`src/rtl/icx_err_pkg.sv`:
```
package icx_err_pkg;
  typedef enum logic [2:0] {
    RI_DET   = 3'd0,
    RI_DIS   = 3'd1,
    RI_IEN   = 3'd2,
    RI_ATTR  = 3'd3,
    RI_ADH   = 3'd4,
    RI_ADL   = 3'd5,
    RI_ATTR2 = 3'd6,
    RI_NONE  = 3'd7
  } reg_idx_e;

  localparam int unsigned CAP_VLD_BIT = 31;
  localparam int unsigned TYPE_LSB    = 26;
  localparam int unsigned SRC_LSB     = 18;
endpackage

```
`src/rtl/icx_err_cfg.sv`:
```
module icx_err_cfg #(
  parameter int unsigned NUM_CLS = 4
) (
  input  logic               clk_i,
  input  logic               rst_ni,
  input  logic               wr_dis_i,
  input  logic               wr_ien_i,
  input  logic [NUM_CLS-1:0] wdata_i,
  output logic [NUM_CLS-1:0] dis_o,
  output logic [NUM_CLS-1:0] ien_o
);
  logic [NUM_CLS-1:0] dis_q, ien_q;

  always_ff @(posedge clk_i or negedge rst_ni) begin
    if (!rst_ni) begin
      dis_q <= '0;
      ien_q <= '0;
    end else begin
      if (wr_dis_i) dis_q <= wdata_i;
      if (wr_ien_i) ien_q <= wdata_i;
    end
  end

  assign dis_o = dis_q;
  assign ien_o = ien_q;
endmodule

```
`src/rtl/icx_err_log.sv`:
```
module icx_err_log #(
  parameter int unsigned NUM_CLS = 4,
  parameter int unsigned SRC_W   = 8,
  parameter int unsigned TYPE_W  = 5,
  parameter int unsigned EADDR_W = 40
) (
  input  logic               clk_i,
  input  logic               rst_ni,
  input  logic [NUM_CLS-1:0] evt_i,
  input  logic [SRC_W-1:0]   evt_src_i,
  input  logic [EADDR_W-1:0] evt_addr_i,
  input  logic [TYPE_W-1:0]  evt_type_i,
  input  logic [NUM_CLS-1:0] dis_i,
  input  logic               clr_i,
  input  logic [NUM_CLS-1:0] clr_mask_i,
  input  logic               clr_cap_i,
  output logic [NUM_CLS-1:0] stat_o,
  output logic               cap_vld_o,
  output logic [SRC_W-1:0]   cap_src_o,
  output logic [EADDR_W-1:0] cap_addr_o,
  output logic [TYPE_W-1:0]  cap_type_o
);
  logic [NUM_CLS-1:0] stat_q, det, clr_bits;
  logic               vld_q, vld_keep, take;
  logic [SRC_W-1:0]   src_q;
  logic [EADDR_W-1:0] addr_q;
  logic [TYPE_W-1:0]  type_q;

  assign det      = evt_i & ~dis_i;
  assign clr_bits = clr_i ? clr_mask_i : '0;
  // a release and a new error in the same cycle capture the new error
  assign vld_keep = vld_q & ~(clr_i & clr_cap_i);
  assign take     = ~vld_keep & (|det);

  always_ff @(posedge clk_i or negedge rst_ni) begin
    if (!rst_ni) begin
      stat_q <= '0;
      vld_q  <= 1'b0;
      src_q  <= '0;
      addr_q <= '0;
      type_q <= '0;
    end else begin
      stat_q <= (stat_q & ~clr_bits) | det;
      vld_q  <= vld_keep | take;
      if (take) begin
        src_q  <= evt_src_i;
        addr_q <= evt_addr_i;
        type_q <= evt_type_i;
      end
    end
  end

  assign stat_o     = stat_q;
  assign cap_vld_o  = vld_q;
  assign cap_src_o  = src_q;
  assign cap_addr_o = addr_q;
  assign cap_type_o = type_q;
endmodule

```
`src/rtl/icx_err_rdmux.sv`:
```
module icx_err_rdmux
  import icx_err_pkg::*;
#(
  parameter int unsigned NUM_CLS = 4,
  parameter int unsigned SRC_W   = 8,
  parameter int unsigned TYPE_W  = 5,
  parameter int unsigned EADDR_W = 40,
  parameter int unsigned DATA_W  = 32
) (
  input  reg_idx_e           idx_i,
  input  logic [NUM_CLS-1:0] stat_i,
  input  logic               cap_vld_i,
  input  logic [SRC_W-1:0]   cap_src_i,
  input  logic [EADDR_W-1:0] cap_addr_i,
  input  logic [TYPE_W-1:0]  cap_type_i,
  input  logic [NUM_CLS-1:0] dis_i,
  input  logic [NUM_CLS-1:0] ien_i,
  output logic [DATA_W-1:0]  rdata_o
);
  localparam int unsigned ADH_W = EADDR_W - DATA_W;

  logic [SRC_W-1:0]   src_v;
  logic [EADDR_W-1:0] addr_v;
  logic [TYPE_W-1:0]  type_v;

  // capture fields are hidden while nothing is held
  assign src_v  = cap_vld_i ? cap_src_i  : '0;
  assign addr_v = cap_vld_i ? cap_addr_i : '0;
  assign type_v = cap_vld_i ? cap_type_i : '0;

  always_comb begin
    rdata_o = '0;
    unique case (idx_i)
      RI_DET: begin
        rdata_o[NUM_CLS-1:0]        = stat_i;
        rdata_o[TYPE_LSB +: TYPE_W] = type_v;
        rdata_o[CAP_VLD_BIT]        = cap_vld_i;
      end
      RI_DIS:  rdata_o[NUM_CLS-1:0]       = dis_i;
      RI_IEN:  rdata_o[NUM_CLS-1:0]       = ien_i;
      RI_ATTR: rdata_o[SRC_LSB +: SRC_W]  = src_v;
      RI_ADH:  rdata_o[ADH_W-1:0]         = addr_v[EADDR_W-1:DATA_W];
      RI_ADL:  rdata_o                    = addr_v[DATA_W-1:0];
      default: rdata_o = '0;
    endcase
  end
endmodule

```
`src/rtl/icx_err_capture.sv`:
```
module icx_err_capture
  import icx_err_pkg::*;
#(
  parameter int unsigned NUM_CLS = 4,
  parameter int unsigned SRC_W   = 8,
  parameter int unsigned TYPE_W  = 5,
  parameter int unsigned EADDR_W = 40,
  parameter int unsigned DATA_W  = 32,
  parameter int unsigned RAW     = 5
) (
  input  logic               clk_i,
  input  logic               rst_ni,
  input  logic [NUM_CLS-1:0] evt_i,
  input  logic [SRC_W-1:0]   evt_src_i,
  input  logic [EADDR_W-1:0] evt_addr_i,
  input  logic [TYPE_W-1:0]  evt_type_i,
  input  logic               req_i,
  input  logic               we_i,
  input  logic [RAW-1:0]     addr_i,
  input  logic [DATA_W-1:0]  wdata_i,
  output logic [DATA_W-1:0]  rdata_o,
  output logic               irq_o
);
  reg_idx_e           idx;
  logic               wr_en, wr_det, wr_dis, wr_ien;
  logic [NUM_CLS-1:0] stat_q, dis_q, ien_q;
  logic               cap_vld_q;
  logic [SRC_W-1:0]   cap_src_q;
  logic [EADDR_W-1:0] cap_addr_q;
  logic [TYPE_W-1:0]  cap_type_q;
  logic               unused_wdata;

  assign idx    = (addr_i[1:0] == 2'b00) ? reg_idx_e'(addr_i[RAW-1:2]) : RI_NONE;
  assign wr_en  = req_i & we_i;
  assign wr_det = wr_en & (idx == RI_DET);
  assign wr_dis = wr_en & (idx == RI_DIS);
  assign wr_ien = wr_en & (idx == RI_IEN);

  assign unused_wdata = ^wdata_i[CAP_VLD_BIT-1:NUM_CLS];

  icx_err_cfg #(.NUM_CLS(NUM_CLS)) u_cfg (
    .clk_i    (clk_i),
    .rst_ni   (rst_ni),
    .wr_dis_i (wr_dis),
    .wr_ien_i (wr_ien),
    .wdata_i  (wdata_i[NUM_CLS-1:0]),
    .dis_o    (dis_q),
    .ien_o    (ien_q)
  );

  icx_err_log #(
    .NUM_CLS(NUM_CLS), .SRC_W(SRC_W), .TYPE_W(TYPE_W), .EADDR_W(EADDR_W)
  ) u_log (
    .clk_i      (clk_i),
    .rst_ni     (rst_ni),
    .evt_i      (evt_i),
    .evt_src_i  (evt_src_i),
    .evt_addr_i (evt_addr_i),
    .evt_type_i (evt_type_i),
    .dis_i      (dis_q),
    .clr_i      (wr_det),
    .clr_mask_i (wdata_i[NUM_CLS-1:0]),
    .clr_cap_i  (wdata_i[CAP_VLD_BIT]),
    .stat_o     (stat_q),
    .cap_vld_o  (cap_vld_q),
    .cap_src_o  (cap_src_q),
    .cap_addr_o (cap_addr_q),
    .cap_type_o (cap_type_q)
  );

  icx_err_rdmux #(
    .NUM_CLS(NUM_CLS), .SRC_W(SRC_W), .TYPE_W(TYPE_W),
    .EADDR_W(EADDR_W), .DATA_W(DATA_W)
  ) u_rdmux (
    .idx_i      (idx),
    .stat_i     (stat_q),
    .cap_vld_i  (cap_vld_q),
    .cap_src_i  (cap_src_q),
    .cap_addr_i (cap_addr_q),
    .cap_type_i (cap_type_q),
    .dis_i      (dis_q),
    .ien_i      (ien_q),
    .rdata_o    (rdata_o)
  );

  assign irq_o = |(stat_q & ien_q);
endmodule

```
`config.mk`:
```
export PLATFORM = sky130hd
export DESIGN_NAME = icx_err_capture
export DESIGN_NICKNAME = d
export VERILOG_FILES = /design/src/rtl/icx_err_pkg.sv /design/src/rtl/icx_err_cfg.sv /design/src/rtl/icx_err_log.sv /design/src/rtl/icx_err_rdmux.sv /design/src/rtl/icx_err_capture.sv
export SDC_FILE = /design/constraint.sdc
export NUM_CORES = 1
export LEC_CHECK = 0
export BUFFER_PORTS_ARGS = -buffer_cell sky130_fd_sc_hd__buf_2
export CORE_ASPECT_RATIO = 1.5
export CORE_MARGIN = 1.5
export CORE_UTILIZATION = 47
export DETAILED_ROUTE_END_ITERATION = 10
export GPL_TIMING_DRIVEN = 0
export PLACE_DENSITY_LB_ADDON = 0.1
export SLEW_MARGIN = 20
export SYNTH_ARGS = -nofsm -noshare
export SYNTH_HDL_FRONTEND = slang
export SYNTH_SLANG_ARGS = --single-unit
export TNS_END_PERCENT = 50
```
`constraint.sdc`:
```
create_clock -name clk_i -period 2.2 [get_ports clk_i]
set_clock_uncertainty 0.15 [all_clocks]
set_input_delay 0 -clock clk_i [delete_from_list [all_inputs] [get_ports clk_i]]
set_output_delay 0 -clock clk_i [all_outputs]
set_load 0.02 [all_outputs]
```
After elaboration in Yosys (flattened, before gate mapping) --
Cells that the tools add are included.
Storage, ports and cells: input port bits 98, output and inout bits 33, register bits 66, word-level logic and storage cells 42
Operators by class: reductions and logical operators 4, bitwise operators 16, multiplexer cells 10, eq/ne operators 5
Operators with widths (number):
- $mux W40 | 1
- $pmux W4 S5 | 1
- $pmux W8 S2 | 1
- $and A4 B4 Y4 | 3
- $pmux W6 S2 | 1
- $mux W10 | 1
- $mux W8 | 1
- $not A4 Y4 | 2
- $pmux W4 S2 | 1
- $reduce_or A4 Y1 | 2
- $and A1 B1 Y1 | 7
- $eq A3 B2 Y1 const B | 2
- $eq A3 B3 Y1 const B | 2
- $mux W5 | 1
- $mux W4 | 1
- $or A4 B4 Y4 | 1
- $eq A3 B1 Y1 const B | 1
- $logic_not A3 Y1 | 1
- $mux W3 | 1
- $logic_not A2 Y1 | 1
- $not A1 Y1 | 2
- $or A1 B1 Y1 | 1

Logic depth before layout (Yosys ltp) --
Gate-level depths: netlist (run 1).
depth after elaboration 10, depth in mapped cells 5, gate-level depth less buffers 4

Hierarchy --
From an unflattened synthesis (run 1), not the netlist that was laid out.
Second synthesis, totals: cells, all modules 226, area, all modules 3088.0 um^2
Modules (own cells, without submodules):
- icx_err_log | cells each 138, sequential area each 1451.4 um^2, times used 1, area each 2203.4 um^2
- icx_err_rdmux | cells each 60, sequential area each 0.0 um^2, times used 1, area each 516.7 um^2
- icx_err_cfg | cells each 16, sequential area each 200.2 um^2, times used 1, area each 290.3 um^2
- icx_err_capture | cells each 12, sequential area each 0.0 um^2, times used 1, area each 77.6 um^2

Worst setup path after synthesis (run 1) --
Ideal clock, no wire load.
path type input to register, start point input port addr_i[2], end point register u_log.addr_q[0], in the netlist u_log.cap_addr_o[0], stages on the path 5, buffers on the path 1, library setup time 0.127 ns, data required time 1.923 ns, slack 0.234 ns, arrival time 1.688 ns, cell sequence or3_1 -> or4_4 -> a21oi_4 -> buf_6 -> mux2_1
Between the ends: longest elaborated chain between the ends 8
RTL lines:
- start: declaration | line icx_err_capture.sv:19 | input logic [RAW-1:0] addr_i,
- $mux W3 | line icx_err_capture.sv:33 | assign idx = (addr_i[1:0] == 2'b00) ? reg_idx_e'(addr_i[RAW-1:2]) : RI_NONE;
- $logic_not A3 Y1 | line icx_err_capture.sv:35 | assign wr_det = wr_en & (idx == RI_DET);
- $and A1 B1 Y1 | line icx_err_capture.sv:35
- $and A1 B1 Y1 | line icx_err_log.sv:32 | assign vld_keep = vld_q & ~(clr_i & clr_cap_i);
- $not A1 Y1 | line icx_err_log.sv:32
- $and A1 B1 Y1 | line icx_err_log.sv:32
- $not A1 Y1 | line icx_err_log.sv:33 | assign take = ~vld_keep & (|det);
- $and A1 B1 Y1 | line icx_err_log.sv:33
- end signal: assignment | line icx_err_log.sv:47 | addr_q <= evt_addr_i;
- end: declaration | line icx_err_log.sv:26 | logic [EADDR_W-1:0] addr_q;
No other way between the ends. A chain may end at the register's enable or synchronous reset.

Final worst setup path (run 1) --
start point register u_cfg.dis_q[2], in the netlist u_cfg.dis_o[2], end point register u_log.addr_q[4], in the netlist u_log.cap_addr_o[4]
Between the ends: longest elaborated chain between the ends 4
RTL lines:
- start: declaration | line icx_err_cfg.sv:12 | logic [NUM_CLS-1:0] dis_q, ien_q;
- start signal: assignment | line icx_err_cfg.sv:19 | if (wr_dis_i) dis_q <= wdata_i;
- $not A4 Y4 | line icx_err_log.sv:29 | assign det = evt_i & ~dis_i;
- $and A4 B4 Y4 | line icx_err_log.sv:29
- $reduce_or A4 Y1 | line icx_err_log.sv:33
- $and A1 B1 Y1 | line icx_err_log.sv:33
No other way between the ends.

==> reports/summary.txt, run 1 <==
Port bufs -> 103
Yosys cell types -> 30
Hpwl dp -> 4908 um
Die ar. -> 6868 um^2
Met3 WL -> 359 um
Compound-gate portion of the synthesized area -> 8.567%
Element type at the critical path end -> register
Post-synth EDFFs -> 0
Ranking of synthesized cells by area -> dfrtp_1 (55%), mux2_1 (19%), mux2_2 (4.1%)
Routed met2 length -> 3874 um
Min setup slack post-route -> 0.1229 ns
Slew headroom -> 42.94%
Crit-path max FO -> 10
Post-route clock period utilization -> 94.41%
Worst path cell trace -> nor2b_1 > nor4_1 > a21oi_4 > buf_6 > mux2_1
Ant diodes -> 0
Max VDD drop -> 599.0 uV
Worst hold margin -> 0.04145 ns
Post-synth top area share -> 55.16%
Layout cells sized above 1 -> 35.38%
Via/cell ratio -> 5.077
Final max-slew violation count -> 0
Register cell area after layout -> 1652 um^2
Slowest CP cell -> nor4_1
Gr ovfl total -> 0
Max cap viols -> 0
CTS tree -> built
GR Util All Layers -> 23.05%
Pre-CTS WS -> -0.2361 ns
Terminus of the critical flop-to-flop path -> u_log.cap_addr_o[4]$_DFFE_PN0P_
Post-Synth XOR/XNOR Area -> 0%
Initial antenna violation count -> 0
DRC Markers -> 0
Critical R2R Launch -> u_cfg.dis_o[2]$_DFFE_PN0P_
Seq/Total Area, Yosys -> 55.16%
Adder-Cell Fraction of Synth Area -> 0%
Largest net degree at the start of global routing -> 58
Clk_lat worst skew -> 0.34 ns
Syn Area/Cell -> 13.61 um^2
Rows -> 35
DR WL/cell -> 15.13 um
Top sig layer -> met4
Mapped cell area -> 2994 um^2
CP Launch Type -> register
DRT antenna net count -> 0
Setup CP Type -> reg -> reg
Leakage -> 2.154 nW
Largest family of logic cells by synthesized area -> multiplexers
Outcome -> finished clean
Root Driver -> clkbuf_8
Core area -> 6131 um^2
GPL Wtd Cong -> 0.7577
Cts bufs inserted -> 9
H-tree Lvls -> 3
Layout net count -> 500
Critical Path AT -> 2.14 ns
1st-pass router iterations -> 4
FF-to-FF path depth -> 5
RSZ-0062 raised after global routing -> false
R2r setup slk -> 0.12 ns
CP max stage delay -> 0.65 ns
I/O Pins -> 131
Yosys top cell by area -> dfrtp_1
Hold Crit Class -> in -> async
Post-Route WL -> 7278 um
Top FF cell, synth -> dfrtp_1
Vias in the first global route -> 2566
Detailed-route via count -> 2442
Final Hold Viols -> 0
# fillers -> 443
Least-Margin Pin Slew -> 0.8481 ns
Clock sinks -> 66
Synth-to-Final Area Change -> 51.44%
Yosys reg bits -> 66
Post-Synth Simple-Gate Area -> 7.856%
FFs w/ async S/R, synth -> 100.0%
Clk buf depth -> 2
Synth Warn # -> 0
DRT met1 WL -> 2967 um
Syn nets -> 318
Setup TNS -> 0 ns
Final setup vio count -> 0
Fmax -> 481.4 MHz
Final worst path period need -> 2.077 ns
Multi-input combinational cell area -> 1266 um^2
CTS clk-pin slew, worst paths -> 0.07 ns
CP required -> 2.26 ns
Initial DRC count -> 108
Initial cell density of the core -> 48.84%
Pwr per Cell Area -> 662.7 nW/um^2
Mux contribution to synthesized area -> 25.62%
Die extent in y -> 100.8 um
Synth Instances -> 220
First-pass GRT wire length -> 11650 um
Die Wd -> 68.17 um
==> where the power goes <==
part / switching, mW / internal [mW] / total [mW]
Sequential: 0.0780 / 1.37 / 1.45
Combinational: 0.168 / 0.256 / 0.424
Clock: 0.488 / 0.647 / 1.14
Total: 0.735 / 2.27 / 3.00
==> area by class of cell <==
cell class	instances	share of cell area, %
multi-input cells	142	27.92
clock inverters	7	2.235
clock buffers	9	2.732
repair buffers	171	26.77
plain buffers	10	1.711
inverters	2	0.1656
well taps	74	2.042
flip-flops and latches	66	36.42
==> worst max-delay path by stage <==
stage	start	depth (start not counted)	end	slack [ns]
final	u_cfg.dis_o[2]$_DFFE_PN0P_	5	u_log.cap_addr_o[4]$_DFFE_PN0P_	0.12
after CTS	u_cfg.dis_o[2]$_DFFE_PN0P_	5	u_log.cap_addr_o[4]$_DFFE_PN0P_	0.06
after global routing	u_log.cap_vld_o$_DFF_PN0_	5	rdata_o[11]	0.01
after floorplan	addr_i[2]	5	u_log.cap_addr_o[0]$_DFFE_PN0P_	0.23
after global placement	u_log.cap_vld_o$_DFF_PN0_	5	rdata_o[30]	-0.22
after detailed placement	u_log.cap_vld_o$_DFF_PN0_	5	rdata_o[30]	-0.24
==> flip-flops by register name (all words and copies together) (netlist names) <==
signal            cells
u_cfg.dis_o           4
u_cfg.ien_o           4
u_log.cap_addr_o     40
u_log.cap_src_o       8
u_log.cap_type_o      5
u_log.cap_vld_o       1
u_log.stat_o          4
==> cells by family (layout without fill, tap and decap cells) <==
kind of cell	count (synthesis)	after routing
DFF	66	66
buffers and inverters	12	199
muxes	69	69
AOI/OAI and AO/OA	30	30
and+or+nand+nor	43	43
==> through the flow <==
stage	total power, mW	util (%)	area [um^2]	std cells
after global routing	3.149	73.96	4534	481
after global placement	1.777	58.76	3602	397
after detailed placement	1.803	59.24	3632	398
final	3.005	73.96	4534	481
after floorplan	1.637	-	2994	220
after CTS	3.031	73.96	4534	481
==> cells in the mapped netlist, types with 2 or more instances <==
library cell / count
o211ai_1: 3
a22oi_1: 5
inv_1: 2
a22o_1: 13
nand3_1: 2
mux2i_1: 8
clkbuf_1: 3
mux2_1: 50
dfrtp_1: 66
nor4_1: 2
nor2_1: 7
mux2_2: 11
a21o_1: 5
nand2_1: 9
nor2b_1: 5
and2_1: 11
buf_6: 5
==> repair_timing <==
item,4_1_cts,5_1_grt
hold buffers,66,0
endpoints found under the hold margin,132,0
setup buffers,1,0
gates resized for setup,3,0
endpoints found under the setup margin,24,0
==> cells in the final DEF, fill, tap and decap left out, drive strengths merged, types with 2 or more instances in the layout <==
| cell type | netlist | routed |
|---|---|---|
| nand2 | 9 | 9 |
| nor2 | 7 | 7 |
| clkinvlp | 0 | 2 |
| and2 | 11 | 11 |
| a22oi | 5 | 5 |
| inv | 2 | 4 |
| a21o | 5 | 5 |
| nor4 | 2 | 2 |
| bufinv | 0 | 2 |
| mux2 | 61 | 61 |
| nor2b | 5 | 5 |
| clkbuf | 3 | 12 |
| dlygate4sd3 | 0 | 66 |
| o211ai | 3 | 3 |
| mux2i | 8 | 8 |
| dfrtp | 66 | 66 |
| buf | 7 | 112 |
| a22o | 13 | 13 |
| nand3 | 2 | 2 |
==> layer usage <==
metal	up-vias	global-route usage (%)
li1	1159	-
met1	1199	27.10
met2	78	40.40
met3	6	5.028
met4	0	8.000
met5	-	0
==> critical path, delay by kind of cell (launching register included) <==
family | cells | cell delay (ns)
AND/OR/NAND/NOR | 2 | 0.73
flip-flops | 1 | 0.38
multiplexers | 1 | 0.33
buffers and inverters | 1 | 0.21
AO/OA/AOI/OAI | 1 | 0.16
No activity file was read; power rests on OpenSTA's default activity.
==> run 2: changes to the inputs <==
--- a/config.mk
+++ b/config.mk
@@ -8,7 +8,7 @@
 export BUFFER_PORTS_ARGS = -buffer_cell sky130_fd_sc_hd__buf_2
 export CORE_ASPECT_RATIO = 1.5
 export CORE_MARGIN = 1.5
-export CORE_UTILIZATION = 47
+export CORE_UTILIZATION = 50
 export DETAILED_ROUTE_END_ITERATION = 10
 export GPL_TIMING_DRIVEN = 0
 export PLACE_DENSITY_LB_ADDON = 0.1
==> constraint.sdc (replaced) <==
create_clock -name clk_i -period 2.67 [get_ports clk_i]
set_clock_uncertainty 0.15 [all_clocks]
set_input_delay 0 -clock clk_i [delete_from_list [all_inputs] [get_ports clk_i]]
set_output_delay 0 -clock clk_i [all_outputs]
set_load 0.02 [all_outputs]
==> reports/summary.txt, run 2 (same netlist as run 1, synthesis figures left out) <==
Synth-to-Final Area Change -> 49.23%
Clk_lat worst skew -> 0.34 ns (about the same)
Commonest non-fill, non-tap cell in the layout -> buf_2
Final Hold Viols -> 0 (unchanged)
Die Wd -> 66.19 um (-2.9%)
Root Driver -> clkbuf_8
CP max stage delay -> 0.45 ns (-0.20 ns)
Final worst path period need -> 2.504 ns
Post-CTS setup buffers -> 0 (-1)
First-pass GRT wire length -> 12730 um (+9.3%)
Final Non-Filler Cells -> 476 (-1.0%)
DRC Markers -> 0 (unchanged)
Int Pwr -> 1.758 mW (-23%)
I/O Pins -> 131 (unchanged)
Hold Crit Class -> in -> reg
CP Launch Type -> register
CTS tree -> built
H-tree Lvls -> 3 (unchanged)
GR Util All Layers -> 26.12% (+3.1 points)
Final max-slew violation count -> 0 (unchanged)
Fmax -> 399.3 MHz
DRT antenna net count -> 0 (unchanged)
Crit-path max FO -> 10 (unchanged)
Max cap viols -> 0 (unchanged)
Switching share of power -> 24.25% (-0.19 points)
Clock sinks -> 66 (unchanged)
Post-Route WL -> 7729 um (+6.2%)
Die ar. -> 6471 um^2 (-5.8%)
Clk buf depth -> 2 (unchanged)
Switch Pwr -> 562.9 uW (-23%)
CP required -> 2.52 ns (+0.26 ns)
Clock network power share -> 33.4% (-4.4 points)
Largest net degree at the start of global routing -> 57 (-1.7%)
Most frequent cells in the layout -> buf_2 (103), dlygate4sd3_1 (66), dfrtp_1 (66)
Post-route clock period utilization -> 93.80%
Max reg flops -> 40 (unchanged)
Initial cell density of the core -> 51.75% (+2.9 points)
CTS clk-pin slew, worst paths -> 0.06 ns (about the same)
DR WL/cell -> 16.24 um (+7.3%)
1st-pass router iterations -> 4 (unchanged)
Combinational share of power -> 15.2% (+1.1 points)
Slowest CP cell -> nand4b_1
Critical Path AT -> 2.35 ns (+0.21 ns)
Least-Margin Pin Slew -> 0.7995 ns (-0.04853 ns)
Outcome -> finished clean
CP bufs+invs -> 2 (+1)
Die extent in y -> 97.78 um (-3.0%)
Layout cells sized above 1 -> 34.41% (-0.97 points)
Final setup vio count -> 0 (unchanged)
Ant diodes -> 0 (unchanged)
Cts bufs inserted -> 9 (unchanged)
RSZ-0062 raised after global routing -> false
Layout net count -> 499 (-0.20%)
Setup TNS -> 0 ns (unchanged)
Worst path cell trace -> nand4b_1 > nor2_2 > clkbuf_2 > a22o_1 > buf_2
Part of the power in registers -> 51.4% (+3.3 points)
Port bufs -> 103 (unchanged)
Setup CP Type -> reg -> out
Hpwl dp -> 4949 um (+0.84%)
GPL Wtd Cong -> 0.7675 (+1.3%)
Max VDD drop -> 364.4 uV (-39%)
Initial DRC count -> 57 (-47%)
Via/cell ratio -> 5.181 (+2.0%)
Detailed-route via count -> 2466 (+0.98%)
Slew headroom -> 46.21% (+3.3 points)
Vias in the first global route -> 2771 (+8.0%)
Leakage -> 2.128 nW (-1.2%)
Core area -> 5786 um^2 (-5.6%)
Rows -> 34 (-2.9%)
Gr ovfl total -> 0 (unchanged)
Pwr per Cell Area -> 519.4 nW/um^2 (-22%)
Element type at the critical path end -> output port
Initial antenna violation count -> 0 (unchanged)
Placed insts -> 396 (-0.50%)
CP top delay family -> simple AND/OR/NAND/NOR gates
-- run 2: worst paths after layout --
path	startpoint	end	slack, ns	cells past startpoint
hold reg to reg	u_log.cap_addr_o[9]$_DFFE_PN0P_	u_log.cap_addr_o[9]$_DFFE_PN0P_	0.33	1
setup / recovery	u_log.cap_vld_o$_DFF_PN0_	rdata_o[25]	0.17	5
max in group asynchronous	rst_ni	u_log.cap_addr_o[28]$_DFFE_PN0P_	1.49	3
setup reg to reg	u_cfg.dis_o[2]$_DFFE_PN0P_	u_log.cap_addr_o[20]$_DFFE_PN0P_	0.63	5
min in group asynchronous	rst_ni	u_cfg.ien_o[1]$_DFFE_PN0P_	0.04	3
hold / removal	addr_i[3]	u_log.cap_vld_o$_DFF_PN0_	0.03	4
-- run 2: power groups by stage --
stage          sequential (mW)  combinational [mW]  clock [mW]
2_1_floorplan             1.19               0.160           0
3_3_place_gp              1.20               0.261           0
3_5_place_dp              1.21               0.276           0
4_1_cts                   1.19               0.352       0.788
5_1_grt                   1.21               0.388       0.828
6_report                  1.19               0.352       0.775
-- run 2: layout make-up --
class	instances	area, um^2
Sequential cell	66	1652
Fill cell	407	1318
Multi-Input combinational cell	142	1261
Timing Repair Buffer	170	1206
Clock buffer	11	131.4
Tap cell	72	90.09
Buffer	10	77.57
Clock inverter	3	42.54
Inverter	2	7.507
-- run 2: worst min-delay path, stage by stage --
cell     delay (ns)
buf_2          0.09
or2_2          0.13
or4_4          0.15
a21bo_2        0.12
-- run 2: metal layers --
layer	wire [um]	vias up	global-route usage, %
met1	3021	1224	28.94
met4	160	0	12.24
met5	0	-	0
met2	4236	74	47.08
met3	310	12	4.378
li1	-	1156	-
-- run 2: through the flow --
stage                     hold WS, ns  instance area, um^2  util [%]  power [mW]  setup slack (ns)
after floorplan               -0.4456                 2994         -       1.349            0.7042
after global placement        0.06550                 3600     62.22       1.463            0.2344
after detailed placement      -0.2939                 3630     62.74       1.487            0.2135
after CTS                     0.02166                 4468     77.23       2.331            0.1524
after global routing          0.06349                 4468     77.23       2.426           0.02553
final                         0.03080                 4468     77.23       2.321            0.1656
-- run 2: repair_timing --
action | 4_1_cts | 5_1_grt
gates resized for setup | 2 | 0
endpoints found under the setup margin | 10 | 0
hold endpoints to repair | 132 | 0
hold buffers | 66 | 0
==> run 3: changes to the inputs <==
--- a/config.mk
+++ b/config.mk
@@ -8,7 +8,7 @@
 export BUFFER_PORTS_ARGS = -buffer_cell sky130_fd_sc_hd__buf_2
 export CORE_ASPECT_RATIO = 1.5
 export CORE_MARGIN = 1.5
-export CORE_UTILIZATION = 50
+export CORE_UTILIZATION = 43
 export DETAILED_ROUTE_END_ITERATION = 10
 export GPL_TIMING_DRIVEN = 0
 export PLACE_DENSITY_LB_ADDON = 0.1
==> constraint.sdc (replaced) <==
create_clock -name clk_i -period 2.1 [get_ports clk_i]
set_clock_uncertainty 0.15 [all_clocks]
set_input_delay 0 -clock clk_i [delete_from_list [all_inputs] [get_ports clk_i]]
set_output_delay 0 -clock clk_i [all_outputs]
set_load 0.02 [all_outputs]
==> reports/summary.txt, run 3 (same netlist as run 1, synthesis figures left out) <==
Initial antenna violation count -> 0 (unchanged)
Final Hold Viols -> 0 (unchanged)
Die Wd -> 71.13 um (+7.5%)
Final setup vio count -> 0 (unchanged)
Crit-path max FO -> 10 (unchanged)
Port bufs -> 103 (unchanged)
Detailed-route via count -> 2473 (+0.28%)
Multi-input combinational cell area -> 1279 um^2 (+1.4%)
Register cell area after layout -> 1652 um^2 (unchanged)
Fmax -> 494.7 MHz
GPL Wtd Cong -> 0.8021 (+4.5%)
Vias in the first global route -> 2633 (-5.0%)
First-pass GRT wire length -> 12230 um (-4.0%)
Most frequent cells in the layout -> buf_2 (103), dlygate4sd3_1 (66), dfrtp_1 (66)
Max reg flops -> 40 (unchanged)
Cts bufs inserted -> 9 (unchanged)
Clk buf depth -> 2 (unchanged)
Placed insts -> 402 (+1.5%)
Layout net count -> 502 (+0.60%)
DRC Markers -> 0 (unchanged)
1st-pass router iterations -> 4 (unchanged)
CP Launch Type -> input pin
Leakage -> 2.140 nW (+0.54%)
Initial DRC count -> 79 (+39%)
Final worst path period need -> 2.021 ns
Hpwl dp -> 4971 um (+0.45%)
Max cap viols -> 0 (unchanged)
Layout cells sized above 1 -> 35.14% (+0.73 points)
Hold Crit Class -> in -> async
# fillers -> 527 (+29%)
Setup CP Type -> in -> reg
Post-Route WL -> 7441 um (-3.7%)
Ant diodes -> 0 (unchanged)
Final core occ -> 66.10% (-11 points)
Least-Margin Pin Slew -> 0.6065 ns (-0.1930 ns)
CP required -> 2.16 ns (-0.36 ns)
Clk_lat worst skew -> 0.33 ns (about the same)
Max VDD drop -> 661.7 uV (+82%)
Via/cell ratio -> 5.099 (-1.6%)
Post-route clock period utilization -> 96.25%
Clock sinks -> 66 (unchanged)
Die extent in y -> 105.2 um (+7.6%)
Core area -> 6805 um^2 (+18%)
Slew headroom -> 59.43% (+13 points)
H-tree Lvls -> 3 (unchanged)
Final max-slew violation count -> 0 (unchanged)
Rows -> 37 (+8.8%)
Commonest non-fill, non-tap cell in the layout -> buf_2
GR Util All Layers -> 21.28% (-4.8 points)
Pwr per Cell Area -> 631.6 nW/um^2 (+22%)
CTS tree -> built
Gr ovfl total -> 0 (unchanged)
Synth-to-Final Area Change -> 50.23%
Root Driver -> clkbuf_8
Critical Path AT -> 2.08 ns (-0.27 ns)
I/O Pins -> 131 (unchanged)
DR WL/cell -> 15.34 um (-5.5%)
DRT antenna net count -> 0 (unchanged)
Element type at the critical path end -> register
Die ar. -> 7483 um^2 (+16%)
Largest net degree at the start of global routing -> 54 (-5.3%)
CTS clk-pin slew, worst paths -> 0.07 ns (about the same)
Outcome -> finished clean
Final Non-Filler Cells -> 485 (+1.9%)
Initial cell density of the core -> 44.00% (-7.8 points)
==> run 3: what timing repair did <==
action | in CTS | in global routing
resized for setup | 3 | 6
hold endpoints to repair | 132 | 0
buffers inserted | 1 | 2
setup endpoints to repair | 24 | 73
hold buffers | 66 | 0
pin swaps | 1 | 1
==> run 3: where the power goes <==
group | internal, mW | total, mW | switching [mW]
Sequential | 1.43 | 1.52 | 0.0824
Combinational | 0.269 | 0.445 | 0.176
Clock | 0.450 | 0.879 | 0.429
==> run 3: cell type report <==
type | count | area share (%)
Sequential cell | 66 | 36.72
Multi-Input combinational cell | 142 | 28.43
Inverter | 2 | 0.1669
Tap cell | 78 | 2.170
Buffer | 10 | 1.808
Clock buffer | 14 | 3.394
Timing Repair Buffer | 173 | 27.32
==> run 3: worst paths after layout <==
| path | start | to | slack (ns) | depth (start not counted) |
|---|---|---|---|---|
| max in group asynchronous | rst_ni | u_log.cap_addr_o[21]$_DFFE_PN0P_ | 0.76 | 3 |
| min in group clk_i | addr_i[2] | u_log.cap_vld_o$_DFF_PN0_ | 0.04 | 4 |
| worst min register to register | u_log.cap_addr_o[10]$_DFFE_PN0P_ | u_log.cap_addr_o[10]$_DFFE_PN0P_ | 0.33 | 1 |
| worst min-delay path | rst_ni | u_log.stat_o[0]$_DFF_PN0_ | 0.04 | 3 |
| worst max-delay path | wdata_i[31] | u_log.cap_addr_o[38]$_DFFE_PN0P_ | 0.08 | 7 |
| worst max register to register | u_cfg.dis_o[1]$_DFFE_PN0P_ | u_log.cap_addr_o[38]$_DFFE_PN0P_ | 0.24 | 5 |
==> run 3: worst max-delay path: stages <==
cell,delay [ns]
dlygate4sd3_1,0.52
buf_2,0.10
inv_1,0.03
or4_4,0.55
a21oi_4,0.32
buf_6,0.22
mux2_1,0.34
==> run 3: per-layer routing <==
layer  vias up  wire [um]  global-route usage [%]
met4         0        185                   10.11
met5         -          0                       0
li1       1162          -                       -
met1      1222       3068                   25.39
met3        14        368                   5.593
met2        75       3819                   35.25
==> run 3: metrics by stage <==
step           area (um^2)  total power [mW]  hold WS, ns  setup WS (ns)  setup TNS, ns
4_1_cts               4467             2.881      0.01729        0.01153              0
2_1_floorplan         2994             1.715      -0.4456         0.1342              0
3_5_place_dp          3637             1.890      -0.2767        -0.3060         -11.83
6_report              4498             2.841      0.03970        0.07874              0
5_1_grt               4498             3.003      0.05218      -0.003239      -0.003463
3_3_place_gp          3607             1.863      0.06593        -0.3117         -10.77
